===== src/rtl/fu_pkg.sv =====
package fu_pkg;

    localparam int IRQ_N  = 6;
    localparam int DATA_W = 8;
    localparam int ADDR_W = 4;

    // raw/mask/pending bit positions
    localparam int B_TXE  = 0;
    localparam int B_TXO  = 1;
    localparam int B_RXU  = 2;
    localparam int B_RXO  = 3;
    localparam int B_RXF  = 4;
    localparam int B_CONT = 5;

    typedef enum logic [ADDR_W-1:0] {
        ADR_TXTH     = 4'h0,
        ADR_RXTH     = 4'h1,
        ADR_MASK     = 4'h2,
        ADR_DMACTL   = 4'h3,
        ADR_TXDL     = 4'h4,
        ADR_RXDL     = 4'h5,
        ADR_STAT     = 4'h6,
        ADR_PEND     = 4'h7,
        ADR_RAW      = 4'h8,
        ADR_CLR_TXO  = 4'h9,
        ADR_CLR_RXO  = 4'hA,
        ADR_CLR_RXU  = 4'hB,
        ADR_CLR_CONT = 4'hC,
        ADR_CLR_ALL  = 4'hD
    } addr_e;

    // sticky event set, one bit per latched source
    typedef struct packed {
        logic cont;
        logic rxo;
        logic rxu;
        logic txo;
    } evt_t;

    // status word, busy in bit 0
    typedef struct packed {
        logic rx_full;
        logic rx_nempty;
        logic tx_empty;
        logic tx_nfull;
        logic busy;
    } stat_t;

    function automatic logic [IRQ_N-1:0] pack_raw(input logic txe, input logic rxf,
                                                  input evt_t ev);
        logic [IRQ_N-1:0] r;
        r         = '0;
        r[B_TXE]  = txe;
        r[B_TXO]  = ev.txo;
        r[B_RXU]  = ev.rxu;
        r[B_RXO]  = ev.rxo;
        r[B_RXF]  = rxf;
        r[B_CONT] = ev.cont;
        return r;
    endfunction

endpackage


===== src/rtl/fu_cfg_regs.sv =====
module fu_cfg_regs
    import fu_pkg::*;
#(
    parameter int DEPTH = 8,
    parameter int LVL_W = 4
) (
    input  logic              clk,
    input  logic              rst,
    input  logic              wr_en,
    input  logic [ADDR_W-1:0] wr_addr,
    input  logic [DATA_W-1:0] wdata,
    output logic [LVL_W-1:0]  tx_thr,
    output logic [LVL_W-1:0]  rx_thr,
    output logic [IRQ_N-1:0]  irq_mask,
    output logic              tx_dma_en,
    output logic              rx_dma_en,
    output logic [LVL_W-1:0]  tx_dl,
    output logic [LVL_W-1:0]  rx_dl
);
    localparam logic [31:0] DEPTH_U = 32'(DEPTH);

    logic [31:0] wval;
    logic        tx_ok;
    logic        rx_ok;

    assign wval  = {{(32-DATA_W){1'b0}}, wdata};
    assign tx_ok = wval <  DEPTH_U;
    assign rx_ok = wval <= DEPTH_U;

    always_ff @(posedge clk) begin
        if (rst) begin
            tx_thr    <= '0;
            rx_thr    <= '0;
            irq_mask  <= '0;
            tx_dma_en <= 1'b0;
            rx_dma_en <= 1'b0;
            tx_dl     <= '0;
            rx_dl     <= '0;
        end else if (wr_en) begin
            case (addr_e'(wr_addr))
                ADR_TXTH:   if (tx_ok) tx_thr <= wdata[LVL_W-1:0];
                ADR_RXTH:   if (rx_ok) rx_thr <= wdata[LVL_W-1:0];
                ADR_MASK:   irq_mask <= wdata[IRQ_N-1:0];
                ADR_DMACTL: begin
                    tx_dma_en <= wdata[0];
                    rx_dma_en <= wdata[1];
                end
                ADR_TXDL:   tx_dl <= wdata[LVL_W-1:0];
                ADR_RXDL:   rx_dl <= wdata[LVL_W-1:0];
                default: ;
            endcase
        end
    end
endmodule


===== src/rtl/fu_sticky.sv =====
module fu_sticky
    import fu_pkg::*;
(
    input  logic clk,
    input  logic rst,
    input  evt_t set_ev,
    input  evt_t clr_ev,
    output evt_t held
);
    localparam int N = $bits(evt_t);

    logic [N-1:0] s_v;
    logic [N-1:0] c_v;
    logic [N-1:0] q_v;

    assign s_v  = set_ev;
    assign c_v  = clr_ev;
    assign held = evt_t'(q_v);

    for (genvar i = 0; i < N; i++) begin : g_bit
        always_ff @(posedge clk) begin
            if (rst)
                q_v[i] <= 1'b0;
            else if (s_v[i])
                q_v[i] <= 1'b1;       // a new event beats a clearing read
            else if (c_v[i])
                q_v[i] <= 1'b0;
        end
    end
endmodule


===== src/rtl/fu_watermark.sv =====
module fu_watermark #(
    parameter int LVL_W = 4
) (
    input  logic [LVL_W-1:0] tx_level,
    input  logic [LVL_W-1:0] rx_level,
    input  logic [LVL_W-1:0] tx_thr,
    input  logic [LVL_W-1:0] rx_thr,
    input  logic [LVL_W-1:0] tx_dl,
    input  logic [LVL_W-1:0] rx_dl,
    input  logic             tx_dma_en,
    input  logic             rx_dma_en,
    output logic             txe_raw,
    output logic             rxf_raw,
    output logic             tx_req,
    output logic             rx_req
);
    // one extra bit so that threshold+1 cannot wrap
    localparam int EXT_W = LVL_W + 1;

    logic [EXT_W-1:0] rx_lvl_x;
    logic [EXT_W-1:0] rx_thr_p1;
    logic [EXT_W-1:0] rx_dl_p1;

    assign rx_lvl_x  = {1'b0, rx_level};
    assign rx_thr_p1 = {1'b0, rx_thr} + EXT_W'(1);
    assign rx_dl_p1  = {1'b0, rx_dl}  + EXT_W'(1);

    assign txe_raw = tx_level <= tx_thr;
    assign rxf_raw = rx_lvl_x >= rx_thr_p1;
    assign tx_req  = tx_dma_en && (tx_level <= tx_dl);
    assign rx_req  = rx_dma_en && (rx_lvl_x >= rx_dl_p1);
endmodule


===== src/rtl/fifo_flag_unit.sv =====
module fifo_flag_unit
    import fu_pkg::*;
#(
    parameter  int DEPTH = 8,
    localparam int LVL_W = $clog2(DEPTH + 1)
) (
    input  logic              clk,
    input  logic              rst,
    input  logic [LVL_W-1:0]  tx_level,
    input  logic [LVL_W-1:0]  rx_level,
    input  logic              engine_busy,
    input  logic              tx_push,
    input  logic              rx_push,
    input  logic              rx_pop,
    input  logic              contention,
    input  logic              reg_wr,
    input  logic              reg_rd,
    input  logic [ADDR_W-1:0] reg_addr,
    input  logic [DATA_W-1:0] reg_wdata,
    output logic [DATA_W-1:0] reg_rdata,
    output logic              irq,
    output logic              tx_dma_req,
    output logic              rx_dma_req
);
    localparam logic [LVL_W-1:0] FULL_LVL = LVL_W'(DEPTH);

    logic [LVL_W-1:0] tx_thr;
    logic [LVL_W-1:0] rx_thr;
    logic [LVL_W-1:0] tx_dl;
    logic [LVL_W-1:0] rx_dl;
    logic [IRQ_N-1:0] irq_mask;
    logic             tx_dma_en;
    logic             rx_dma_en;
    logic             txe_raw;
    logic             rxf_raw;
    evt_t             ev_new;
    evt_t             ev_clr;
    evt_t             ev_held;
    stat_t            stat;
    logic [IRQ_N-1:0] raw_vec;
    logic [IRQ_N-1:0] pend_vec;
    addr_e            a;

    assign a = addr_e'(reg_addr);

    fu_cfg_regs #(.DEPTH(DEPTH), .LVL_W(LVL_W)) u_cfg (
        .clk      (clk),
        .rst      (rst),
        .wr_en    (reg_wr),
        .wr_addr  (reg_addr),
        .wdata    (reg_wdata),
        .tx_thr   (tx_thr),
        .rx_thr   (rx_thr),
        .irq_mask (irq_mask),
        .tx_dma_en(tx_dma_en),
        .rx_dma_en(rx_dma_en),
        .tx_dl    (tx_dl),
        .rx_dl    (rx_dl)
    );

    fu_watermark #(.LVL_W(LVL_W)) u_wm (
        .tx_level (tx_level),
        .rx_level (rx_level),
        .tx_thr   (tx_thr),
        .rx_thr   (rx_thr),
        .tx_dl    (tx_dl),
        .rx_dl    (rx_dl),
        .tx_dma_en(tx_dma_en),
        .rx_dma_en(rx_dma_en),
        .txe_raw  (txe_raw),
        .rxf_raw  (rxf_raw),
        .tx_req   (tx_dma_req),
        .rx_req   (rx_dma_req)
    );

    // event detection: push into a full FIFO, pop from an empty one
    always_comb begin
        ev_new.txo  = tx_push && (tx_level == FULL_LVL);
        ev_new.rxo  = rx_push && (rx_level == FULL_LVL);
        ev_new.rxu  = rx_pop  && (rx_level == '0);
        ev_new.cont = contention;
    end

    // read-to-clear decode
    always_comb begin
        ev_clr = '0;
        if (reg_rd) begin
            unique case (a)
                ADR_CLR_TXO:  ev_clr.txo  = 1'b1;
                ADR_CLR_RXO:  ev_clr.rxo  = 1'b1;
                ADR_CLR_RXU:  ev_clr.rxu  = 1'b1;
                ADR_CLR_CONT: ev_clr.cont = 1'b1;
                ADR_CLR_ALL:  ev_clr      = '1;
                default: ;
            endcase
        end
    end

    fu_sticky u_sticky (
        .clk   (clk),
        .rst   (rst),
        .set_ev(ev_new),
        .clr_ev(ev_clr),
        .held  (ev_held)
    );

    assign raw_vec  = pack_raw(txe_raw, rxf_raw, ev_held);
    assign pend_vec = raw_vec & irq_mask;
    assign irq      = |pend_vec;

    always_comb begin
        stat.busy      = engine_busy;
        stat.tx_nfull  = tx_level != FULL_LVL;
        stat.tx_empty  = tx_level == '0;
        stat.rx_nempty = rx_level != '0;
        stat.rx_full   = rx_level == FULL_LVL;
    end

    always_comb begin
        reg_rdata = '0;
        unique case (a)
            ADR_TXTH:     reg_rdata = DATA_W'(tx_thr);
            ADR_RXTH:     reg_rdata = DATA_W'(rx_thr);
            ADR_MASK:     reg_rdata = DATA_W'(irq_mask);
            ADR_DMACTL:   reg_rdata = DATA_W'({rx_dma_en, tx_dma_en});
            ADR_TXDL:     reg_rdata = DATA_W'(tx_dl);
            ADR_RXDL:     reg_rdata = DATA_W'(rx_dl);
            ADR_STAT:     reg_rdata = DATA_W'(stat);
            ADR_PEND:     reg_rdata = DATA_W'(pend_vec);
            ADR_RAW:      reg_rdata = DATA_W'(raw_vec);
            ADR_CLR_TXO:  reg_rdata = DATA_W'(ev_held.txo);
            ADR_CLR_RXO:  reg_rdata = DATA_W'(ev_held.rxo);
            ADR_CLR_RXU:  reg_rdata = DATA_W'(ev_held.rxu);
            ADR_CLR_CONT: reg_rdata = DATA_W'(ev_held.cont);
            ADR_CLR_ALL:  reg_rdata = DATA_W'(irq);
            default:      reg_rdata = '0;
        endcase
    end
endmodule


===== config.mk =====
export PLATFORM = sky130hd
export DESIGN_NAME = fifo_flag_unit
export DESIGN_NICKNAME = d
export VERILOG_FILES = /design/src/rtl/fu_pkg.sv /design/src/rtl/fu_cfg_regs.sv /design/src/rtl/fu_sticky.sv /design/src/rtl/fu_watermark.sv /design/src/rtl/fifo_flag_unit.sv
export SDC_FILE = /design/constraint.sdc
export NUM_CORES = 1
export LEC_CHECK = 0
export CAP_MARGIN = 10
export CORE_UTILIZATION = 63
export CTS_CLUSTER_DIAMETER = 80
export DETAILED_ROUTE_END_ITERATION = 10
export DONT_BUFFER_PORTS = 1
export PLACE_DENSITY = 0.84
export SYNTH_ARGS = -nofsm -noshare
export SYNTH_HDL_FRONTEND = slang
export SYNTH_SLANG_ARGS = --single-unit

===== constraint.sdc =====
create_clock -name clk -period 2.71 [get_ports clk]
set_input_delay 0.6775 -clock clk [delete_from_list [all_inputs] [get_ports clk]]
set_output_delay 0.6775 -clock clk [all_outputs]
set_load 0.01 [all_outputs]

==> impl_metrics.sql <==
INSERT INTO impl_metrics (metric_group, metric, value, unit) VALUES
('status', 'run_status', 'finished with violations', ''),
('status', 'violations_in_the_final_reports', 'setup timing', ''),
('synthesis', 'post_synth_instance_area', '2120', 'um2'),
('place', 'io_buffer_count', '0', ''),
('synthesis', 'post-synth-top-area-fraction', '26.4', '%'),
('critical_path', 'timing.critical_path.to_type', 'primary output', ''),
('critical_path', 'critical_path.reg2reg.startpoint', 'u_cfg.rx_thr[0]', ''),
('floorplan', 'start_util', '67.8', '%'),
('power_and_ir_drop', 'intPower', '0.616', 'mW'),
('synthesis', 'post_synth_num_cell_types', '51', ''),
('place', 'dp_hpwl', '3.95', 'mm'),
('timing', 'setup_ws', '-0.0791', 'ns'),
('clocking', 'cts-hold-fix-buffers', '0', ''),
('clocking', 'cts_inserted_buffers', '3', ''),
('critical_path', 'timing.critical_path.from', 'u_cfg.rx_thr[0]', ''),
('timing', 'final_max_slew_viol_count', '0', ''),
('place', 'gp_congestion', '0.919', ''),
('power_and_ir_drop', 'power_switching_share', '23.6', '%'),
('timing', 'final_number_of_setup_violating_endpoints', '2', ''),
('clocking', 'cts_tree', 'built', ''),
('power_and_ir_drop', 'power.ir.vdd_worst', '0.000294', 'V'),
('drt', 'drt-pass1-iter-count', '7', ''),
('cells_and_area', 'num-fill-cells', '225', ''),
('global_routing', 'grt_usage', '32.8', '%'),
('synthesis', 'synthesis.instances', '267', ''),
('clocking', 'worst_skew_late_latency', '0.34', 'ns'),
('hold_path', 'hold_class', 'in -> reg', ''),
('global_routing', 'grt-ovfl-total', '0', ''),
('critical_path', 'reg2reg_depth', '5', ''),
('synthesis', 'synth.yosys.seq_area_share', '26.4', '%'),
('clocking', 'worst_setup_hold_path_clk_slew', '0.16', 'ns'),
('synthesis', 'synth_flop_cell', 'dfxtp_1', ''),
('synthesis', 'synth.most_common_cell', 'nor2_1', ''),
('run', 'drv_cap', '0', ''),
('synthesis', 'netlist.top_cell.by_area', 'dfxtp_1', ''),
('power_and_ir_drop', 'power.density_cell_area', '348', 'nW/um2'),
('drt', 'detail-route-antenna-nets', '0', ''),
('critical_path', 'timing.reg2reg.setup_slack', '1.70', 'ns'),
('place', 'place.detailed.instances', '298', ''),
('clocking', 'clock-root-buffer', 'clkbuf_4', ''),
('cells_and_area', 'multiInputGateArea', '1510', 'um2'),
('power_and_ir_drop', 'share_comb_of_total_power', '12.1', '%'),
('global_routing', 'grt_max_degree', '30', ''),
('global_routing', 'grt_first_pass_wirelength', '8.76', 'mm'),
('cells_and_area', 'layout.core_utilization', '73.9', '%'),
('synthesis', 'commonest_cells_in_the_netlist', 'nor2_1, dfxtp_1, a21oi_1', ''),
('critical_path', 'critical_path.max_fanout', '3', ''),
('floorplan', 'ioPinCount', '40', ''),
('timing', 'hold_ws', '0.368', 'ns'),
('global_routing', 'first_global_vias', '1888', ''),
('clocking', 'clock_path_buffers', '2', ''),
('critical_path', 'worst_setup_path_endpoint', 'reg_rdata[0]', ''),
('floorplan', 'chipWidth', '60', 'um'),
('drt', 'drtIter0Drc', '341', ''),
('power_and_ir_drop', 'p_seq_share', '52.6', '%'),
('cells_and_area', 'antenna_cells_inserted', '0', ''),
('timing', 'rsz0062_at_grt', 'true', ''),
('synthesis', 'yosysWarnings', '0', ''),
('synthesis', 'syn_avg_cell_area', '7.94', 'um2'),
('drt', 'dr_total_vias', '2065', ''),
('power_and_ir_drop', 'switchingPower', '0.190', 'mW'),
('floorplan', 'rows', '20', ''),
('timing', 'timing_hold_violations_final', '0', ''),
('drt', 'drc', '0', ''),
('power_and_ir_drop', 'clock_power_share', '35.3', '%'),
('drt', 'final_wirelength', '5.74', 'mm'),
('critical_path', 'worst_setup_path_start_kind', 'flop', ''),
('power_and_ir_drop', 'leakage', '0.888', 'nW'),
('drt', 'routed_via_density', '6.70', ''),
('critical_path', 'crit-reg2reg-capture', 'u_cfg.rx_thr[0]', ''),
('synthesis', 'synthArstFlopShare', '0', '%');
flip-flops by register name (all words and copies together) (netlist names):
name,count
u_cfg.irq_mask,6
u_cfg.tx_dma_en,1
u_sticky.held,4
u_cfg.rx_dl,4
u_cfg.rx_dma_en,1
u_cfg.rx_thr,4
u_cfg.tx_thr,4
u_cfg.tx_dl,4
metrics by stage:
stage	TNS [ns]	power [mW]	instance area, um2
2_1_floorplan	0	0.525	2120
5_1_grt	-0.218	0.829	2310
6_report	-0.0857	0.805	2310
4_1_cts	0	0.797	2230
3_5_place_dp	0	0.514	2120
3_3_place_gp	0	0.511	2120
power by group through the flow:
stage,combinational (mW),sequential [mW],clock (mW)
floorplan,0.0952,0.429,0
global placement,0.0792,0.432,0
detailed placement,0.0825,0.432,0
CTS,0.0872,0.423,0.286
global route,0.108,0.424,0.297
finish,0.0978,0.423,0.284
critical path, stage by stage (launching register included):
cell,delay [ns]
dfxtp_2,0.40
buf_6,0.12
nand3_2,0.06
xor2_1,0.16
ha_1,0.32
o21ai_2,0.07
o21bai_2,0.15
a32oi_2,0.15
o211ai_1,0.33
layout by cell type, fill, tap and decap left out, drive strengths merged, types with 4 or more instances in the layout:
cell type,n
and3,5
nor2,30
nor2b,6
a21oi,23
inv,15
or3,4
ha,18
buf,9
nand3,18
a22oi,5
o31ai,4
nand2,18
nand2b,8
o21ai,10
mux2i,18
nor3,4
dfxtp,28
worst min-delay path by stage:
stage                    startpoint                 to  depth (start not counted)  slack (ns)
CTS                             rst    u_cfg.rx_thr[2]                          1        0.37
global placement    u_cfg.tx_thr[3]    u_cfg.tx_thr[3]                          2        0.46
detailed placement  u_cfg.tx_thr[3]    u_cfg.tx_thr[3]                          2        0.46
floorplan           u_cfg.tx_thr[3]    u_cfg.tx_thr[3]                          2        0.44
finish                          rst  u_cfg.irq_mask[5]                          1        0.37
global route                    rst    u_cfg.rx_thr[2]                          1        0.35
layer usage:
layer,GRT usage [%],wire length [um],share of wire [%],vias to the layer above
met3,8.66,582,10,29
met1,40.2,2270,39,944
met2,55.7,2690,47,149
li1,-,-,-,943
met4,9.97,195,3.4,0
met5,0,0,0,-
timing repair:
item | 4_1_cts | 5_1_grt
setup endpoints to repair | 2 | 3
gates resized for setup | 8 | 13
pin swaps | 4 | 6
buffers inserted | 5 | 1
final cells by class:
cell class              count  share of cell area [%]
multi-input cells         208                    65.2
flip-flops and latches     28                    24.4
repair buffers              9                    3.25
inverters                  15                    2.54
well taps                  44                    2.38
clock inverters             1                    1.30
clock buffers               3                   0.974
kinds of logic (layout without fill, tap and decap cells):
| logic type | after synthesis | in the layout | synth area share, % |
|---|---|---|---|
| buf+inv | 32 | 28 | 6.67 |
| mux | 22 | 22 | 11.7 |
| compound gates | 55 | 55 | 15.5 |
| fa+ha+maj | 18 | 18 | 10.6 |
| simple gates | 106 | 106 | 26.8 |
| other cells | 1 | 2 | 0.177 |
| xor+xnor | 5 | 5 | 2.07 |
| flops | 28 | 28 | 26.4 |
Power figures use the tool's default switching activity.
